<file path="src/rtl/uart_fc_pkg.sv">
package uart_fc_pkg;
   typedef enum logic [1:0] {
      RTS_REG  = 2'd0,
      RTS_RXFC = 2'd1,
      RTS_TXFC = 2'd2,
      RTS_ALT  = 2'd3
   } rts_src_e;

   localparam int MSK_RXRDY = 0;
   localparam int MSK_TXRDY = 1;
   localparam int MSK_CTSCH = 2;
   localparam int MSK_FULL  = 3;
endpackage

</file>
<file path="src/rtl/uart_fc_tx.sv">
module uart_fc_tx #(
   parameter int DW  = 8,
   parameter int OVS = 4
) (
   input  logic          clk,
   input  logic          rst_n,
   input  logic          tick_i,
   input  logic          en_i,
   input  logic          cts_i,
   input  logic          wr_i,
   input  logic [DW-1:0] wr_data_i,
   output logic          ready_o,
   output logic          busy_o,
   output logic          done_o,
   output logic          line_o
);
   localparam int CW = $clog2(OVS);
   localparam int FW = DW + 2;
   localparam int BW = $clog2(FW);

   logic          hold_full;
   logic [DW-1:0] hold_q;
   logic [FW-1:0] shreg;
   logic [CW-1:0] phase;
   logic [BW-1:0] bitn;
   logic          busy;

   always_ff @(posedge clk or negedge rst_n) begin
      if (!rst_n) begin
         hold_full <= 1'b0;
         hold_q    <= '0;
         shreg     <= '1;
         phase     <= '0;
         bitn      <= '0;
         busy      <= 1'b0;
         done_o    <= 1'b0;
      end else begin
         done_o <= 1'b0;
         if (wr_i && !hold_full) begin
            hold_full <= 1'b1;
            hold_q    <= wr_data_i;
         end
         if (tick_i) begin
            if (!busy && hold_full && cts_i && en_i) begin
               busy      <= 1'b1;
               shreg     <= {1'b1, hold_q, 1'b0};
               hold_full <= 1'b0;
               phase     <= '0;
               bitn      <= '0;
            end else if (busy) begin
               if (phase == CW'(OVS - 1)) begin
                  phase <= '0;
                  if (bitn == BW'(FW - 1)) begin
                     busy   <= 1'b0;
                     done_o <= 1'b1;
                  end else begin
                     bitn  <= bitn + 1'b1;
                     shreg <= {1'b1, shreg[FW-1:1]};
                  end
               end else begin
                  phase <= phase + 1'b1;
               end
            end
         end
      end
   end

   assign ready_o = !hold_full;
   assign busy_o  = busy;
   assign line_o  = busy ? shreg[0] : 1'b1;
endmodule

</file>
<file path="src/rtl/uart_fc_rx.sv">
module uart_fc_rx #(
   parameter int DW  = 8,
   parameter int OVS = 4
) (
   input  logic          clk,
   input  logic          rst_n,
   input  logic          tick_i,
   input  logic          en_i,
   input  logic          line_i,
   output logic          push_o,
   output logic [DW-1:0] data_o,
   output logic          ferr_o
);
   localparam int CW   = $clog2(OVS);
   localparam int BW   = $clog2(DW);
   localparam int HALF = OVS / 2;

   typedef enum logic [2:0] {S_IDLE, S_START, S_DATA, S_STOP, S_WAITHI} rx_st_e;

   rx_st_e        st;
   logic [CW-1:0] phase;
   logic [BW-1:0] bitn;
   logic [DW-1:0] shreg;

   always_ff @(posedge clk or negedge rst_n) begin
      if (!rst_n) begin
         st     <= S_IDLE;
         phase  <= '0;
         bitn   <= '0;
         shreg  <= '0;
         push_o <= 1'b0;
         data_o <= '0;
         ferr_o <= 1'b0;
      end else begin
         push_o <= 1'b0;
         if (tick_i) begin
            unique case (st)
               S_IDLE: if (en_i && !line_i) begin
                  st    <= S_START;
                  phase <= '0;
               end
               S_START: if (phase == CW'(HALF - 1)) begin
                  phase <= '0;
                  bitn  <= '0;
                  st    <= line_i ? S_IDLE : S_DATA;
               end else begin
                  phase <= phase + 1'b1;
               end
               S_DATA: if (phase == CW'(OVS - 1)) begin
                  phase <= '0;
                  shreg <= {line_i, shreg[DW-1:1]};
                  if (bitn == BW'(DW - 1)) st <= S_STOP;
                  else bitn <= bitn + 1'b1;
               end else begin
                  phase <= phase + 1'b1;
               end
               S_STOP: if (phase == CW'(OVS - 1)) begin
                  phase  <= '0;
                  push_o <= 1'b1;
                  data_o <= shreg;
                  ferr_o <= !line_i;
                  st     <= line_i ? S_IDLE : S_WAITHI;
               end else begin
                  phase <= phase + 1'b1;
               end
               S_WAITHI: if (line_i) st <= S_IDLE;
               default: st <= S_IDLE;
            endcase
         end
      end
   end
endmodule

</file>
<file path="src/rtl/uart_fc_fifo.sv">
module uart_fc_fifo #(
   parameter int EW    = 9,
   parameter int DEPTH = 4
) (
   input  logic          clk,
   input  logic          rst_n,
   input  logic          push_i,
   input  logic [EW-1:0] din_i,
   input  logic          pop_i,
   output logic [EW-1:0] dout_o,
   output logic          empty_o,
   output logic          full_o,
   output logic          drop_o
);
   localparam int AW = $clog2(DEPTH);
   localparam int NW = AW + 1;

   logic [EW-1:0] mem [DEPTH];
   logic [AW-1:0] wr_ptr, rd_ptr;
   logic [NW-1:0] count;
   logic          do_pop, do_push;

   assign empty_o = (count == '0);
   assign full_o  = (count == NW'(DEPTH));
   assign do_pop  = pop_i && !empty_o;
   assign do_push = push_i && (!full_o || do_pop);
   assign drop_o  = push_i && !do_push;
   assign dout_o  = mem[rd_ptr];

   always_ff @(posedge clk or negedge rst_n) begin
      if (!rst_n) begin
         wr_ptr <= '0;
         rd_ptr <= '0;
         count  <= '0;
         for (int i = 0; i < DEPTH; i++) mem[i] <= '0;
      end else begin
         if (do_push) begin
            mem[wr_ptr] <= din_i;
            wr_ptr      <= wr_ptr + 1'b1;
         end
         if (do_pop) rd_ptr <= rd_ptr + 1'b1;
         if (do_push && !do_pop) count <= count + 1'b1;
         else if (do_pop && !do_push) count <= count - 1'b1;
      end
   end
endmodule

</file>
<file path="src/rtl/uart_fc.sv">
module uart_fc #(
   parameter int DW          = 8,
   parameter int OVS         = 4,
   parameter int FIFO_DEPTH  = 4,
   parameter int SYNC_STAGES = 2,
   parameter bit LOOPBACK_EN = 1'b1
) (
   input  logic          clk,
   input  logic          rst_n,
   input  logic          tick_i,
   input  logic          tx_en_i,
   input  logic          rx_en_i,
   input  logic          loop_i,
   input  logic [1:0]    rts_mode_i,
   input  logic          rts_manual_i,
   input  logic [3:0]    irq_mask_i,
   input  logic          flag_clr_i,
   input  logic          tx_wr_i,
   input  logic [DW-1:0] tx_data_i,
   output logic          tx_ready_o,
   input  logic          rx_rd_i,
   output logic [DW-1:0] rx_data_o,
   output logic          rx_ferr_o,
   output logic          rx_avail_o,
   output logic          rx_full_o,
   output logic          overrun_o,
   output logic          cts_delta_o,
   input  logic          rxd_i,
   input  logic          cts_i,
   output logic          txd_o,
   output logic          rts_o,
   output logic          irq_o,
   output logic          dma_req_o
);
   import uart_fc_pkg::*;

   localparam int EW = DW + 1;

   initial begin
      if (OVS < 4 || (OVS % 2) != 0) $error("OVS must be even and at least 4");
      if (FIFO_DEPTH < 2 || (FIFO_DEPTH & (FIFO_DEPTH - 1)) != 0)
         $error("FIFO_DEPTH must be a power of two, at least 2");
      if (SYNC_STAGES < 2) $error("SYNC_STAGES must be at least 2");
      if (DW < 5) $error("DW must be at least 5");
   end

   logic [SYNC_STAGES-1:0] rxd_sync, cts_sync;
   logic rxd_s, cts_s, cts_prev;
   logic tx_line, tx_busy, tx_done, rx_line;
   logic rx_push, rx_ferr_new, fifo_empty, fifo_drop;
   logic [DW-1:0] rx_byte;
   logic [EW-1:0] fifo_head;
   logic rts_rx_q, rts_tx_q;
   rts_src_e rts_src;

   always_ff @(posedge clk or negedge rst_n) begin
      if (!rst_n) begin
         rxd_sync <= '1;
         cts_sync <= '0;
      end else begin
         rxd_sync <= {rxd_sync[SYNC_STAGES-2:0], rxd_i};
         cts_sync <= {cts_sync[SYNC_STAGES-2:0], cts_i};
      end
   end
   assign rxd_s = rxd_sync[SYNC_STAGES-1];
   assign cts_s = cts_sync[SYNC_STAGES-1];

   uart_fc_tx #(.DW(DW), .OVS(OVS)) i_tx (
      .clk(clk), .rst_n(rst_n), .tick_i(tick_i), .en_i(tx_en_i), .cts_i(cts_s),
      .wr_i(tx_wr_i), .wr_data_i(tx_data_i), .ready_o(tx_ready_o),
      .busy_o(tx_busy), .done_o(tx_done), .line_o(tx_line)
   );

   generate
      if (LOOPBACK_EN) begin : g_loop
         assign rx_line = loop_i ? tx_line : rxd_s;
         assign txd_o   = loop_i ? 1'b1 : tx_line;
      end else begin : g_noloop
         logic unused_loop;
         assign unused_loop = loop_i;
         assign rx_line     = rxd_s;
         assign txd_o       = tx_line;
      end
   endgenerate

   uart_fc_rx #(.DW(DW), .OVS(OVS)) i_rx (
      .clk(clk), .rst_n(rst_n), .tick_i(tick_i), .en_i(rx_en_i), .line_i(rx_line),
      .push_o(rx_push), .data_o(rx_byte), .ferr_o(rx_ferr_new)
   );

   uart_fc_fifo #(.EW(EW), .DEPTH(FIFO_DEPTH)) i_fifo (
      .clk(clk), .rst_n(rst_n), .push_i(rx_push), .din_i({rx_ferr_new, rx_byte}),
      .pop_i(rx_rd_i), .dout_o(fifo_head), .empty_o(fifo_empty),
      .full_o(rx_full_o), .drop_o(fifo_drop)
   );

   assign rx_data_o  = fifo_head[DW-1:0];
   assign rx_ferr_o  = fifo_head[DW];
   assign rx_avail_o = !fifo_empty;

   always_ff @(posedge clk or negedge rst_n) begin
      if (!rst_n) begin
         cts_prev    <= 1'b0;
         cts_delta_o <= 1'b0;
         overrun_o   <= 1'b0;
         rts_rx_q    <= 1'b1;
         rts_tx_q    <= 1'b0;
      end else begin
         cts_prev <= cts_s;
         if (cts_s != cts_prev) cts_delta_o <= 1'b1;
         else if (flag_clr_i)   cts_delta_o <= 1'b0;
         if (fifo_drop)         overrun_o <= 1'b1;
         else if (flag_clr_i)   overrun_o <= 1'b0;
         rts_rx_q <= !rx_full_o;
         if (tx_wr_i && tx_ready_o)      rts_tx_q <= 1'b1;
         else if (tx_done && tx_ready_o) rts_tx_q <= 1'b0;
      end
   end

   assign rts_src = rts_src_e'(rts_mode_i);
   always_comb begin
      unique case (rts_src)
         RTS_RXFC: rts_o = rts_rx_q;
         RTS_TXFC: rts_o = rts_tx_q;
         default:  rts_o = rts_manual_i;
      endcase
   end

   assign irq_o = (irq_mask_i[MSK_RXRDY] && rx_avail_o) ||
                  (irq_mask_i[MSK_TXRDY] && tx_ready_o) ||
                  (irq_mask_i[MSK_CTSCH] && cts_delta_o);
   assign dma_req_o = irq_mask_i[MSK_FULL] && rx_full_o;
endmodule

</file>
<file path="config.mk">
export PLATFORM = sky130hd
export DESIGN_NAME = uart_fc
export DESIGN_NICKNAME = d
export VERILOG_FILES = /design/src/rtl/uart_fc_pkg.sv /design/src/rtl/uart_fc_tx.sv /design/src/rtl/uart_fc_rx.sv /design/src/rtl/uart_fc_fifo.sv /design/src/rtl/uart_fc.sv
export SDC_FILE = /design/constraint.sdc
export NUM_CORES = 1
export LEC_CHECK = 0
export ABC_AREA = 1
export BUFFER_PORTS_ARGS = -buffer_cell sky130_fd_sc_hd__buf_2
export CELL_PAD_IN_SITES_DETAIL_PLACEMENT = 1
export CELL_PAD_IN_SITES_GLOBAL_PLACEMENT = 1
export CORE_MARGIN = 2
export CORE_UTILIZATION = 26
export CTS_BUF_LIST = sky130_fd_sc_hd__clkbuf_4 sky130_fd_sc_hd__clkbuf_8
export CTS_CLUSTER_SIZE = 8
export DETAILED_ROUTE_END_ITERATION = 12
export HOLD_SLACK_MARGIN = 0.03
export PLACE_DENSITY_LB_ADDON = 0.1
export SLEW_MARGIN = 20
export SYNTH_ARGS = -nofsm -noshare
export SYNTH_HDL_FRONTEND = slang
export SYNTH_SLANG_ARGS = --single-unit
</file>
<file path="constraint.sdc">
create_clock -name clk -period 3.9 [get_ports clk]
set_input_delay 0.78 -clock clk [delete_from_list [all_inputs] [get_ports clk]]
set_output_delay 0.78 -clock clk [all_outputs]
set_load 0.02 [all_outputs]
</file>
==> impl_metrics.csv, run 1 <==
group,metric,value,unit
final_layout,synthToLayoutAreaGrowth,13.15,%
yosys,ys_seq_area_frac,0.5404,
floorplanning,dieArea,19740,um2
yosys,ys.flop_type,"dfrtp_1",
setup_path,crit_path_end_kind,"output port",
clock_tree,clk_pin_slew,110,ps
sta,final_max_slew_viol_count,0,
final_layout,finalNetCount,613,
sta,setup_viol,0,
yosys,yosys_warnings,0,
floorplanning,ioPinCount,44,
yosys,synth_top_area_frac,0.4753,
drt,firstDrtPassIters,4,
clock_tree,cts_sinks,104,
setup_path,critPathLaunchType,"flip-flop",
drt,drcViolationCount,0,
clock_tree,clk_path_buf_depth,2,
pwr,irDropWorstVdd,0.0001847,V
floorplanning,core_area,18150,um2
global_route,grt_max_degree,64,
setup_path,worst-path-max-fanout,20,
drt,wl,11420,um
setup_path,critPathKind,"reg2out",
place,finalWeightedCongestion,0.7083,
floorplanning,die_h,140.5,um
outcome,status,"completed",
global_route,grt-ovfl-total,0,
yosys,ys_types,34,
global_route,antenna_found_initial,0,
sta,relSlewSlack,0.4211,
setup_path,cp.required,3120,ps
global_route,grt_pass1_wl,19870,um
place,io_buffers,43,
yosys,synth_edf_count,0,
global_route,grt_use_total,0.1262,
yosys,yosysTopAreaCell,"dfrtp_1",
sta,tns,0,ps
yosys,syn_avg_cell_area,9.121,um2
sta,hold_violations,0,
sta,worst_pin_slew,868.3,ps
sta,rsz0062_at_grt,"false",
pwr,leakagePower,0.002589,uW
sta,min_period,3250,ps
clock_tree,post-cts-setup-buffer-count,0,
min_path,hp-class,"reg2reg",
clock_tree,cts_hold_buffers,0,
pwr,power.density,591.6,nW/um2
final_layout,drive_gt1_frac,0.1823,
floorplanning,start_util,0.2669,
clock_tree,cts_tree,"done",
drt,first_iter_violations,144,
yosys,synthCells,531,
floorplanning,row_count,49,
sta,finalCritPeriodShare,0.8333,
floorplanning,die_w,140.5,um
global_route,grt_pass1_vias,3821,
drt,vias,3576,
place,dp_hpwl,8151,um
setup_path,crit_path_max_incr_delay,760,ps
job,max_cap_violations,0,
yosys,synthArstFlopShare,1.000,
final_layout,fin_util,0.3020,
yosys,synthesis.area,4843,um2
drt,wl_per_cell,14.18,um
yosys,netlist_top_cells_area,"dfrtp_1 (48%), nand2_1 (9.7%), dfstp_2 (6.5%)",
clock_tree,root_buffer,"clkbuf_8",
yosys,ys_seq_elements,104,
clock_tree,htreeDepth,3,
clock_tree,clock_latency,390,ps
setup_path,worst_path_max_delay_cell,"dfrtp_1",
min_path,hold_depth,0,
clock_tree,numCtsBuffers,9,
sta,max_freq,307.7,MHz
setup_path,path_cells,"clkinv_1 -> o21ai_0 -> o22ai_1 -> buf_2",
final_layout,n_fill_cell,2170,
final_layout,layout_common_cells,"nand2_1 (125), dfrtp_1 (92), inv_1 (62)",
drt,antenna_left,0,
setup_path,worstPathArrival,2470,ps
clock_tree,cts_resized,0,
sta,fin_skew,12.92,ps
setup_path,reg2reg_depth,8,
drt,vias_per_cell,4.442,
final_layout,final_common_cell,"nand2_1",
final_layout,antenna_cells,0,
yosys,syn_nets,573,
[final cells by class]
class	count	area, um2	share of cell area
flip-flops and latches	104	2618	0.4776
multi-input cells	346	1858	0.3390
well taps	229	286.5	0.05228
inverters	66	255.2	0.04658
repair buffers	44	237.7	0.04338
clock buffers	9	123.9	0.02260
clock inverters	7	101.3	0.01849
[per-layer routing]
layer	vias up	part of all wire	GRT usage
li1	1784	-	-
met1	1748	0.51	0.1698
met2	33	0.46	0.2033
met3	11	0.022	0.02632
met4	0	0.013	0.04263
met5	-	0	0
[critical path, delay by kind of cell (launching register included)]
kind	cells	cell delay [ps]
AOI/OAI and AO/OA	2	490
buffers and inverters	2	830
DFF	1	760
[power by group]
group / internal, uW / switching, uW / total [uW]
clock network: 370 / 410 / 779
registers: 1290 / 165 / 1450
logic: 349 / 662 / 1010
[metrics by stage]
step | std cells | setup WS (ps) | area (um2) | total power (uW) | hold WS, ps
detailed placement | 789 | 1039 | 5255 | 2511 | 337.2
global route | 805 | 343.8 | 5480 | 3514 | 366.5
floorplan | 531 | 1612 | 4843 | 2156 | 331.2
CTS | 805 | 591.5 | 5480 | 3318 | 363.4
finish | 805 | 650.3 | 5480 | 3242 | 362.6
global placement | 789 | 1213 | 5255 | 2469 | 337.5
[path summary, 6_finish.rpt]
kind	slack, ps	end	startpoint
min	360	cts_sync[1]$_DFF_PN0_	cts_sync[0]$_DFF_PN0_
max	650	rx_data_o[6]	i_fifo.rd_ptr[0]$_DFFE_PN0P_
max in group asynchronous	2640	i_rx.bitn[2]$_DFFE_PN0P_	rst_n
min reg2reg	360	cts_sync[1]$_DFF_PN0_	cts_sync[0]$_DFF_PN0_
max reg2reg	1680	i_fifo.count[1]$_DFFE_PN0P_	i_fifo.count[0]$_DFFE_PN0P_
min in group asynchronous	510	i_fifo.count[0]$_DFFE_PN0P_	rst_n
[kinds of logic after synthesis]
logic type               count (synthesis)  synth area share
AO/OA/AOI/OAI                          120            0.1372
XOR/XNOR                                 6           0.01085
adder cells (fa/ha/maj)                 16           0.04288
buffers and inverters                   81           0.07595
flip-flops                             104            0.5404
multiplexers                             3          0.006974
AND/OR/NAND/NOR                        201            0.1857
[flip-flops by register name, summed over array words and instances, names as in the netlist, 3 cells and up]
name / flops
i_fifo.count: 3
i_rx.data_o: 8
i_tx.bitn: 4
i_tx.hold_q: 8
i_rx.st: 3
i_rx.bitn: 3
i_rx.shreg: 8
i_fifo.mem: 36
i_tx.shreg: 9
[cells in the mapped netlist, types with 3 or more instances]
cell / count
nand3_1: 18
mux2_2: 3
nand2_8: 4
a21oi_1: 13
nand2_4: 3
nand2_2: 4
clkbuf_1: 7
nand2_1: 125
inv_1: 62
xor2_1: 4
o21ai_0: 53
o21ai_1: 29
dfrtp_1: 92
o22ai_1: 11
nor2_1: 37
nor3_1: 3
dfstp_2: 12
buf_2: 4
ha_1: 15
o21ai_2: 12
No activity file was read; power rests on OpenSTA's default activity.
==> inputs of run 2 (changes only) <==
- clock period: 3.9 -> 2.9 ns (I/O delays scaled with it)
==> run 2 against run 1 <==
Setup slack got worse by 230 ps. Total power increased by 33%. Sequential power increased by 32%. Highest routed layer unchanged. Critical path depth unchanged. Global-route usage decreased by 0.064 points.
==> impl_metrics.csv, run 2 (synthesis results as in run 1) <==
group,metric,value,unit
clock_tree,cts_resized,0,
final_layout,finalNetCount,616,
sta,final_max_slew_viol_count,0,
pwr,irDropWorstVdd,0.0002451,V
final_layout,fin_util,0.3025,
setup_path,r2r_end,"i_fifo.count[1]$_DFFE_PN0P_",
pwr,leakagePower,0.002596,uW
setup_path,worst_path_max_delay_cell,"clkinv_1",
global_route,grt_pass1_wl,19820,um
floorplanning,ioPinCount,44,
drt,drcViolationCount,0,
setup_path,path_cells,"clkinv_1 -> o21ai_0 -> o22ai_1 -> buf_2",
final_layout,synthToLayoutAreaGrowth,13.36,%
setup_path,ff2ff_setup_slack,700,ps
floorplanning,dieArea,19740,um2
global_route,grt_pass1_vias,3817,
final_layout,antenna_cells,0,
global_route,grt_use_total,0.1255,
sta,fin_skew,13.60,ps
pwr,combPwrFrac,0.329,
setup_path,cp.required,2320,ps
final_layout,drive_gt1_frac,0.1865,
clock_tree,clk_pin_slew,110,ps
clock_tree,cts_hold_buffers,0,
clock_tree,numCtsBuffers,9,
floorplanning,die_h,140.5,um
global_route,antenna_found_initial,0,
sta,rsz0062_at_grt,"false",
pwr,total_power,4315,uW
drt,vias_per_cell,4.443,
sta,max_freq,403.2,MHz
job,max_cap_violations,0,
setup_path,crit_path_max_incr_delay,470,ps
floorplanning,row_count,49,
sta,tns,0,ps
drt,wl_per_cell,14.24,um
floorplanning,die_w,140.5,um
final_layout,instances_no_fill,808,
global_route,grt-ovfl-total,0,
setup_path,crit_path_end_kind,"output port",
min_path,hp-class,"in2async",
pwr,power_frac_clock,0.227,
setup_path,worstPathArrival,1900,ps
clock_tree,htreeDepth,3,
place,io_buffers,43,
drt,vias,3590,
sta,worst_pin_slew,578.7,ps
final_layout,top_regs,"i_fifo.mem (36), i_tx.shreg (9)",
drt,firstDrtPassIters,4,
pwr,switching_share,0.3850,
place,dp_hpwl,8095,um
drt,antenna_left,0,
final_layout,n_fill_cell,2137,
outcome,status,"completed",
sta,relSlewSlack,0.6118,
global_route,grt_max_degree,59,
setup_path,critPathLaunchType,"flip-flop",
place,place_ws,720.9,ps
drt,wl,11510,um
sta,finalCritPeriodShare,0.8552,
final_layout,top_register,"i_fifo.mem",
pwr,seqPwrFrac,0.444,
place,finalWeightedCongestion,0.7460,
clock_tree,cts_sinks,104,
clock_tree,post-cts-setup-buffer-count,0,
final_layout,layout_common_cells,"nand2_1 (125), dfrtp_1 (92), inv_1 (62)",
clock_tree,cts_tree,"done",
clock_tree,clk_path_buf_depth,2,
floorplanning,start_util,0.2669,
pwr,p_switching,1662,uW
sta,hold_violations,0,
pwr,p_int,2654,uW
clock_tree,clock_latency,380,ps
drt,first_iter_violations,81,
sta,fin_ws,420.0,ps
floorplanning,core_area,18150,um2
setup_path,critPathKind,"reg2out",
setup_path,rr_startpoint,"i_fifo.count[0]$_DFFE_PN0P_",
setup_path,worst-path-max-fanout,19,
pwr,power.density,786.0,nW/um2
sta,setup_viol,0,
setup_path,reg2reg_depth,8,
final_layout,largest_reg_flops,36,
place,dp.cells,792,
sta,min_period,2480,ps
final_layout,final_common_cell,"nand2_1",
clock_tree,root_buffer,"clkbuf_8",
==> run 2: cell types whose count changed in the layout (fill, tap and decap cells not counted), sizes merged <==
| cell | change |
|---|---|
| bufinv | -1 |
| clkbuf | +1 |
| inv | -1 |
| clkinv | +1 |
| buf | +3 |
==> run 2: metrics by stage <==
| stage | hold WS (ps) | area [um2] |
|---|---|---|
| after CTS | 93.66 | 5490 |
| after global placement | 335.3 | 5278 |
| after floorplan | 284.4 | 4843 |
| after global routing | 92.06 | 5490 |
| final | 96.48 | 5490 |
| after detailed placement | 338.7 | 5278 |
==> run 2: power groups by stage <==
| stage | registers (uW) | clock network (uW) | logic (uW) |
|---|---|---|---|
| floorplan | 1880 | 0 | 1020 |
| global placement | 1940 | 0 | 1420 |
| detailed placement | 1950 | 0 | 1450 |
| CTS | 1920 | 1050 | 1460 |
| global route | 1960 | 1100 | 1630 |
| finish | 1910 | 980 | 1420 |
==> run 2: worst max path at each step <==
stage | depth (start not counted) | end | slack (ps) | from
detailed placement | 8 | i_fifo.count[1]$_DFFE_PN0P_ | 720 | i_fifo.count[0]$_DFFE_PN0P_
global route | 4 | rx_data_o[3] | 220 | i_fifo.rd_ptr[0]$_DFFE_PN0P_
finish | 4 | rx_data_o[3] | 420 | i_fifo.rd_ptr[0]$_DFFE_PN0P_
floorplan | 8 | i_fifo.count[1]$_DFFE_PN0P_ | 650 | i_fifo.count[0]$_DFFE_PN0P_
global placement | 11 | i_fifo.count[2]$_DFFE_PN0P_ | 730 | rx_rd_i
CTS | 4 | rx_ferr_o | 350 | i_fifo.rd_ptr[0]$_DFFE_PN0P_
==> run 2: worst max-delay path, delay by kind of cell (launching register included) <==
kind	cells	cell delay, ps
DFF	1	370
buffers and inverters	2	650
AOI/OAI and AO/OA	2	490
==> run 2: final cells by class <==
cell class	count	area (um2)	share of cell area
Inverter	66	255.2	0.04649
Sequential cell	104	2618	0.4768
Multi-Input combinational cell	346	1858	0.3384
Clock buffer	10	137.6	0.02507
Timing Repair Buffer	47	260.3	0.04740
Tap cell	229	286.5	0.05219
Clock inverter	6	75.07	0.01367
==> run 2: per-layer routing <==
layer,share of wire,GRT usage,wire (um),vias up
li1,-,-,-,1791
met1,0.50,0.1710,5764,1758
met2,0.46,0.2036,5327,31
met3,0.024,0.02598,272,10
met4,0.012,0.03474,142,0
met5,0,0,0,-
